**src/rtl/ldev_pkg.sv**
```systemverilog
package ldev_pkg;
  localparam logic [7:0] IDX_ACT  = 8'h30;
  localparam logic [7:0] IDX_RCHK = 8'h31;
  localparam logic [7:0] IDX_IO   = 8'h60;
  localparam logic [7:0] IDX_IRQ  = 8'h70;
  localparam logic [7:0] IDX_DMA  = 8'h74;
  localparam logic [2:0] DMA_NONE = 3'd4;
  localparam logic [7:0] PAT_SET  = 8'h55;
  localparam logic [7:0] PAT_CLR  = 8'hAA;
endpackage

```
**src/rtl/ldev_regs.sv**
```systemverilog
module ldev_regs
  import ldev_pkg::*;
#(
  parameter int NUM_IO  = 8,
  parameter int NUM_IRQ = 2,
  parameter int NUM_DMA = 2
) (
  input  logic                  clk,
  input  logic                  rst,
  input  logic                  cfg_en,
  input  logic [7:0]            idx,
  input  logic [7:0]            wdata,
  input  logic                  wr_stb,
  input  logic                  rd_stb,
  input  logic                  dflt,
  output logic [7:0]            rdata,
  output logic                  act,
  output logic                  rc_en,
  output logic                  rc_pat,
  output logic [NUM_IO*16-1:0]  io_base
);
  logic [7:0] io_hi   [NUM_IO];
  logic [7:0] io_lo   [NUM_IO];
  logic [3:0] irq_lvl [NUM_IRQ];
  logic [1:0] irq_ctl [NUM_IRQ];
  logic [2:0] dma_ch  [NUM_DMA];
  logic [7:0] rd_mux;
  logic       wr_go;

  assign wr_go = wr_stb && cfg_en;

  always_ff @(posedge clk) begin
    if (rst || dflt) begin
      act    <= 1'b0;
      rc_en  <= 1'b0;
      rc_pat <= 1'b0;
      for (int i = 0; i < NUM_IO; i++) begin
        io_hi[i] <= '0;
        io_lo[i] <= '0;
      end
      for (int i = 0; i < NUM_IRQ; i++) begin
        irq_lvl[i] <= '0;
        irq_ctl[i] <= '0;
      end
      for (int i = 0; i < NUM_DMA; i++) dma_ch[i] <= DMA_NONE;
    end else if (wr_go) begin
      if (idx == IDX_ACT) begin
        act <= wdata[0];
        if (wdata[0]) rc_en <= 1'b0;
      end
      if (idx == IDX_RCHK) begin
        rc_en  <= wdata[1];
        rc_pat <= wdata[0];
      end
      for (int i = 0; i < NUM_IO; i++) begin
        if (idx == IDX_IO + 8'(2*i))     io_hi[i] <= wdata;
        if (idx == IDX_IO + 8'(2*i + 1)) io_lo[i] <= wdata;
      end
      for (int i = 0; i < NUM_IRQ; i++) begin
        if (idx == IDX_IRQ + 8'(2*i))     irq_lvl[i] <= wdata[3:0];
        if (idx == IDX_IRQ + 8'(2*i + 1)) irq_ctl[i] <= wdata[1:0];
      end
      for (int i = 0; i < NUM_DMA; i++)
        if (idx == IDX_DMA + 8'(i)) dma_ch[i] <= wdata[2:0];
    end
  end

  always_comb begin
    rd_mux = '0;
    if (idx == IDX_ACT)  rd_mux = {7'b0, act};
    if (idx == IDX_RCHK) rd_mux = {6'b0, rc_en, rc_pat};
    for (int i = 0; i < NUM_IO; i++) begin
      if (idx == IDX_IO + 8'(2*i))     rd_mux = io_hi[i];
      if (idx == IDX_IO + 8'(2*i + 1)) rd_mux = io_lo[i];
    end
    for (int i = 0; i < NUM_IRQ; i++) begin
      if (idx == IDX_IRQ + 8'(2*i))     rd_mux = {4'b0, irq_lvl[i]};
      if (idx == IDX_IRQ + 8'(2*i + 1)) rd_mux = {6'b0, irq_ctl[i]};
    end
    for (int i = 0; i < NUM_DMA; i++)
      if (idx == IDX_DMA + 8'(i)) rd_mux = {5'b0, dma_ch[i]};
  end

  always_ff @(posedge clk) begin
    if (rst)         rdata <= '0;
    else if (rd_stb) rdata <= rd_mux;
  end

  for (genvar g = 0; g < NUM_IO; g++) begin : g_base
    assign io_base[g*16 +: 16] = {io_hi[g], io_lo[g]};
  end

  // writes outside configuration state leave the controls untouched
  a_r2_locked: assert property (@(posedge clk) disable iff (rst)
    (wr_stb && !cfg_en && !dflt) |=> ($stable(act) && $stable(rc_en) && $stable(rc_pat)));

  // activation clears the range-check enable
  a_r4_act_clears_chk: assert property (@(posedge clk) disable iff (rst)
    (wr_go && !dflt && idx == IDX_ACT && wdata[0]) |=> !rc_en);

  // defaults pulse drops activation and range check
  a_r1_defaults: assert property (@(posedge clk) disable iff (rst)
    dflt |=> (!act && !rc_en && !rc_pat));

  // reserved bits of the activate register read zero
  a_r3_reserved_zero: assert property (@(posedge clk) disable iff (rst)
    (rd_stb && idx == IDX_ACT) |=> (rdata[7:1] == 7'd0));
endmodule

```
**src/rtl/ldev_range_probe.sv**
```systemverilog
module ldev_range_probe
  import ldev_pkg::*;
#(
  parameter int NUM_IO  = 8,
  parameter int IO_SPAN = 8
) (
  input  logic                 clk,
  input  logic                 rst,
  input  logic                 host_rd,
  input  logic [15:0]          host_addr,
  input  logic [NUM_IO*16-1:0] io_base,
  input  logic                 armed,
  input  logic                 pat,
  output logic                 host_hit,
  output logic [7:0]           host_data
);
  localparam logic [16:0] SPAN17 = 17'(IO_SPAN);

  logic [NUM_IO-1:0] win_hit;

  for (genvar g = 0; g < NUM_IO; g++) begin : g_win
    logic [15:0] base;
    logic [16:0] diff;
    assign base       = io_base[g*16 +: 16];
    assign diff       = {1'b0, host_addr} - {1'b0, base};
    assign win_hit[g] = (base != 16'd0) && (diff < SPAN17);
  end

  logic take;
  assign take = host_rd && armed && (|win_hit);

  always_ff @(posedge clk) begin
    if (rst) begin
      host_hit  <= 1'b0;
      host_data <= '0;
    end else begin
      host_hit  <= take;
      host_data <= take ? (pat ? PAT_SET : PAT_CLR) : 8'h00;
    end
  end

  // no answer without a host read
  a_r11_idle_quiet: assert property (@(posedge clk) disable iff (rst)
    !host_rd |=> (!host_hit && host_data == 8'h00));
endmodule

```
**src/rtl/ldev_cfg_bank.sv**
```systemverilog
module ldev_cfg_bank #(
  parameter int NUM_IO  = 8,
  parameter int NUM_IRQ = 2,
  parameter int NUM_DMA = 2,
  parameter int IO_SPAN = 8
) (
  input  logic        clk,
  input  logic        rst,
  input  logic        cfg_en,
  input  logic [7:0]  idx,
  input  logic [7:0]  wdata,
  input  logic        wr_stb,
  input  logic        rd_stb,
  input  logic        dflt_pulse,
  input  logic        host_rd,
  input  logic [15:0] host_addr,
  output logic [7:0]  rdata,
  output logic        host_hit,
  output logic [7:0]  host_data,
  output logic        active
);
  logic                 rc_en;
  logic                 rc_pat;
  logic [NUM_IO*16-1:0] io_base;

  ldev_regs #(.NUM_IO(NUM_IO), .NUM_IRQ(NUM_IRQ), .NUM_DMA(NUM_DMA)) u_regs (
    .clk(clk), .rst(rst), .cfg_en(cfg_en), .idx(idx), .wdata(wdata),
    .wr_stb(wr_stb), .rd_stb(rd_stb), .dflt(dflt_pulse), .rdata(rdata),
    .act(active), .rc_en(rc_en), .rc_pat(rc_pat), .io_base(io_base)
  );

  ldev_range_probe #(.NUM_IO(NUM_IO), .IO_SPAN(IO_SPAN)) u_probe (
    .clk(clk), .rst(rst), .host_rd(host_rd), .host_addr(host_addr),
    .io_base(io_base), .armed(rc_en && !active), .pat(rc_pat),
    .host_hit(host_hit), .host_data(host_data)
  );

  // a probe answer only follows a cycle in which the device was inactive
  a_r10_inactive_only: assert property (@(posedge clk) disable iff (rst)
    host_hit |-> !$past(active));
endmodule

```
**config.mk**
```make
export PLATFORM = sky130hd
export DESIGN_NAME = ldev_cfg_bank
export DESIGN_NICKNAME = d
export VERILOG_FILES = /design/src/rtl/ldev_pkg.sv /design/src/rtl/ldev_regs.sv /design/src/rtl/ldev_range_probe.sv /design/src/rtl/ldev_cfg_bank.sv
export SDC_FILE = /design/constraint.sdc
export NUM_CORES = 1
export LEC_CHECK = 0
export BUFFER_PORTS_ARGS = -buffer_cell sky130_fd_sc_hd__buf_4
export CAP_MARGIN = 20
export CORE_MARGIN = 1.5
export CORE_UTILIZATION = 50
export CTS_BUF_LIST = sky130_fd_sc_hd__clkbuf_16
export CTS_CLUSTER_DIAMETER = 80
export DETAILED_ROUTE_END_ITERATION = 7
export PLACE_DENSITY = 0.71
export SLEW_MARGIN = 0
export SYNTH_ARGS = -nofsm -noshare
export SYNTH_HDL_FRONTEND = slang
export SYNTH_HIERARCHICAL = 1
export SYNTH_SLANG_ARGS = --single-unit
```
**constraint.sdc**
```tcl
create_clock -name clk -period 4.7 [get_ports clk]
set_clock_uncertainty 0.05 [all_clocks]
set_input_delay 0.94 -clock clk [delete_from_list [all_inputs] [get_ports clk]]
set_output_delay 0.94 -clock clk [all_outputs]
set_load 0.005 [all_outputs]
```
==> results by stage <==
Layout:
- The post-layout instance area is 0.0151 mm².
- The number of antenna diodes in the final layout is 0.
- The register cell area after layout is 0.00466 mm².
- The number of fill cells in the layout is 2490.
- The post-synthesis to final-layout area growth is 8.90%.
- The total number of nets in the final design is 1806.
- In the final layout, the share of cells above drive strength 1 is 8.19%.
- The multi-input logic area is 0.00827 mm².

Critical path:
- The element type at the critical path start is a primary input.
- STA puts the critical path data arrival time at 4.21 ns.
- The nature of the critical path endpoint is a flip-flop.
- On the critical path, the stage with the largest delay is an instance of nor4_2.
- The largest single stage delay on the critical path is 0.71 ns.
- Traced cell by cell, the critical path runs through buf_4 > ha_1 > a21o_1 > a31oi_1 > o21ai_1 > o221a_2 > o41ai_4 > nor3_1 > o41ai_1 > o32ai_2 > nor4_2 > a211oi_1.
- The critical path required time is 4.92 ns.
- The maximum fanout along the worst path is 8.
- The classification of the worst setup path is in2reg.

Power and ir drop:
- The power per standard cell area is 284 mW/mm².
- The leakage power is 5.91 nW.
- The fraction of power spent switching nets is 33.1%.
- The clock network fraction of design power is 32.3%.
- The net load switching power is 1.42 mW.
- The worst ir drop on vdd is 0.189 mV.
- Combinational logic burns 27.2% of the power.
- The internal cell power is 2.87 mW.
- The sequential group share of total power is 40.5%.

Synth:
- Yosys mapped a number of flops with a built-in enable equal to 146.
- The number of instances in the synthesized netlist is 1622.
- In the post-synthesis netlist, the biggest area contributors are edfxtp_1 (32%), ha_1 (11%), nor2_1 (5.2%).
- The largest total area in the synthesized netlist belongs to edfxtp_1.
- The cell area that synthesis handed to floorplanning was 0.0139 mm².
- Yosys printed 6 warnings.
- The synthesized netlist net count is 1781.
- The netlist uses 96 different library cells.
- Synthesis inferred 160 register bits.
- Sequential elements use 33.6% of the synthesized area.
- The mean area per synthesized cell is 8.56 µm².
- The dominant synthesized flop cell is edfxtp_1.
- The commonest cells after synthesis are nor2_1 (192), inv_1 (170), edfxtp_1 (146).
- For this run, asynchronously set or reset flops after synthesis account for 0%.
- The proportion of netlist area held by the largest area contributor is 31.6%.
- Among all cell types in the netlist, the one instantiated most often is nor2_1.

Floorplan:
- The number of placed I/O pins is 57.
- The core region is 0.0271 mm².
- The width of the die is 170 µm.
- Row generation in the floorplan step produced 60 rows.
- The floorplan step defined a die boundary enclosing 0.0288 mm².
- The initial core utilization is 51.3%.
- The vertical die dimension is 170 µm.

Placed design:
- The placer's final routability congestion estimate is 1.03.
- Once placement finished, the instance area stood at 0.0145 mm².
- The wire-length estimate of the detail-placed layout is 36.4 mm.
- The number of port buffers is 56.

Global routing:
- The first-pass GRT wire length is 72.9 mm.
- The number of antenna violations at the first check in global routing is 0.
- The via count of the first global-routing pass came to 12512.
- The overflow left after global routing is 0.
- The maximum number of pins on one net before global-route repair is 45.
- Global routing used 33.7% of the available tracks.

Timing:
- The final setup violation count is 0.
- The pin slew with the least headroom to its limit is 0.968 ns.
- Headroom to the max-slew limit came out at 35.3%.
- The final number of hold-violating endpoints is 0.
- The final-report max-slew violation count is 0.
- The smallest clock period supported by the final layout is computed as 3.99 ns.
- The highest clock rate is 0.251 GHz.
- Setup repair after global routing left no endpoint under its margin.
- The aggregate negative setup slack is 0 ns.
- The final critical path takes up 84.9% of the cycle.

Routing:
- The first-iteration detailed-routing DRC count is 2108.
- In the final routed layout, each cell accounts on average for 23.8 µm.
- The residual antenna-violating net count after detailed routing is 0.
- The remaining design rule violation count is 0.
- The mean number of vias per cell is 6.68.
- Detailed routing inserted a total of 13579 vias.
- Wires add up to 48.3 mm.
- The number of optimization iterations in the first detailed-route pass is 6.

Worst hold path:
- In this run the worst hold path is classified as reg2reg.

Clock tree:
- The clock network latency to the later pin of the worst-skew pair is 0.44 ns.
- The tree is rooted in a clkbuf_16.
- Clock-pin slew was measured on the worst setup and hold paths at 0.07 ns.
- The post-cts gate resize count is 0.
- The number of hold buffers added after CTS was 0.
- The number of CTS-inserted buffers is 17.
- Counting every sink on the clock net gives 160.
- The TritonCTS clock tree is done.
- The maximum buffer depth of the clock tree is 2.
- The H-tree generated during clock tree synthesis spans 4 levels.
- In this run the post-CTS setup repair buffer count came out at 0.

Outcome:
- The run finished with clean final reports.

Run:
- The count of max-cap constraint violations is 0.
[metal layers]
layer / GRT usage [%] / vias to the layer above / routed length [µm]
met5: 0 / - / 0
met4: 14.4 / 0 / 2240
met3: 7.25 / 148 / 6060
met2: 50.7 / 994 / 20400
met1: 46.8 / 6334 / 19600
li1: - / 6103 / -
[kinds of logic after synthesis]
| logic type | share of synthesized area [%] |
|---|---|
| AO/OA/AOI/OAI | 22.4 |
| XOR/XNOR | 2.02 |
| flip-flops | 33.6 |
| buffers and inverters | 6.93 |
| AND/OR/NAND/NOR | 21.0 |
| multiplexers | 3.24 |
| adder cells (fa/ha/maj) | 10.8 |
[area by class of cell]
cell class                      count  share of cell area [%]
Tap cell                          372                    3.08
Clock inverter                     15                    1.06
Sequential cell                   160                    30.8
Timing Repair Buffer               67                    3.33
Clock buffer                       17                    2.81
Multi-Input combinational cell   1230                    54.6
Inverter                          171                    4.24
[cells in the final DEF, fill, tap and decap left out, drive strengths merged, types with 12 or more instances in the layout]
cell type	instances
xor2	19
dfxtp	14
a2111oi	15
o22ai	13
inv	176
a211oi	16
nand3	43
and2	16
a21o	32
xnor2	13
nand4	17
a31oi	23
a22oi	18
a221oi	12
nor3	30
nor2	193
a21oi	102
nor2b	19
nor4	46
nand2b	25
nand2	133
o21a	15
ha	120
edfxtp	146
clkbuf	17
o21ai	100
mux2i	27
buf	67
[through the flow]
step	hold WS (ns)	std cells	total power [mW]	util, %	setup slack, ns
after floorplan	0.388	1622	2.54	-	1.09
after global placement	0.430	2000	2.88	53.7	0.495
after detailed placement	0.432	2000	2.89	53.7	0.320
after CTS	0.443	2032	4.26	55.8	0.784
after global routing	0.462	2032	4.48	55.8	0.602
final	0.452	2032	4.29	55.8	0.711
[power by group through the flow]
stage	Sequential, mW	Clock [mW]	Combinational (mW)
final	1.74	1.39	1.17
after global routing	1.74	1.46	1.28
after CTS	1.73	1.39	1.14
after detailed placement	1.76	0	1.13
after global placement	1.76	0	1.12
after floorplan	1.70	0	0.846
[critical path, delay by kind of cell]
kind                       cells  cell delay, ns
AOI/OAI and AO/OA              8            1.89
and+or+nand+nor                2            0.81
buffers and inverters          1            0.18
adders and majority gates      1            0.40
[path summary, 6_finish.rpt]
kind | from | endpoint | slack, ns | depth (start not counted)
hold / removal | u_regs/rdata[2]$_SDFFE_PP0P_ | u_regs/rdata[2]$_SDFFE_PP0P_ | 0.45 | 2
setup reg to reg | u_regs/io_lo[0][4]$_SDFFCE_PN0P_ | u_probe/host_hit$_SDFF_PP0_ | 0.96 | 12
setup / recovery | host_addr[4] | u_probe/host_hit$_SDFF_PP0_ | 0.71 | 12
hold reg to reg | u_regs/rdata[2]$_SDFFE_PP0P_ | u_regs/rdata[2]$_SDFFE_PP0P_ | 0.45 | 2
[state kept, by name (all words and copies together) (netlist names)]
name               flops
u_regs/io_hi          64
u_regs/io_lo          64
u_regs/irq_lvl         8
u_regs/rdata           8
u_regs/dma_ch          6
u_regs/irq_ctl         4
u_probe/host_data      2
u_probe/host_hit       1
u_regs/act             1
u_regs/rc_en           1
u_regs/rc_pat          1
(Power assumes the default switching activity.)
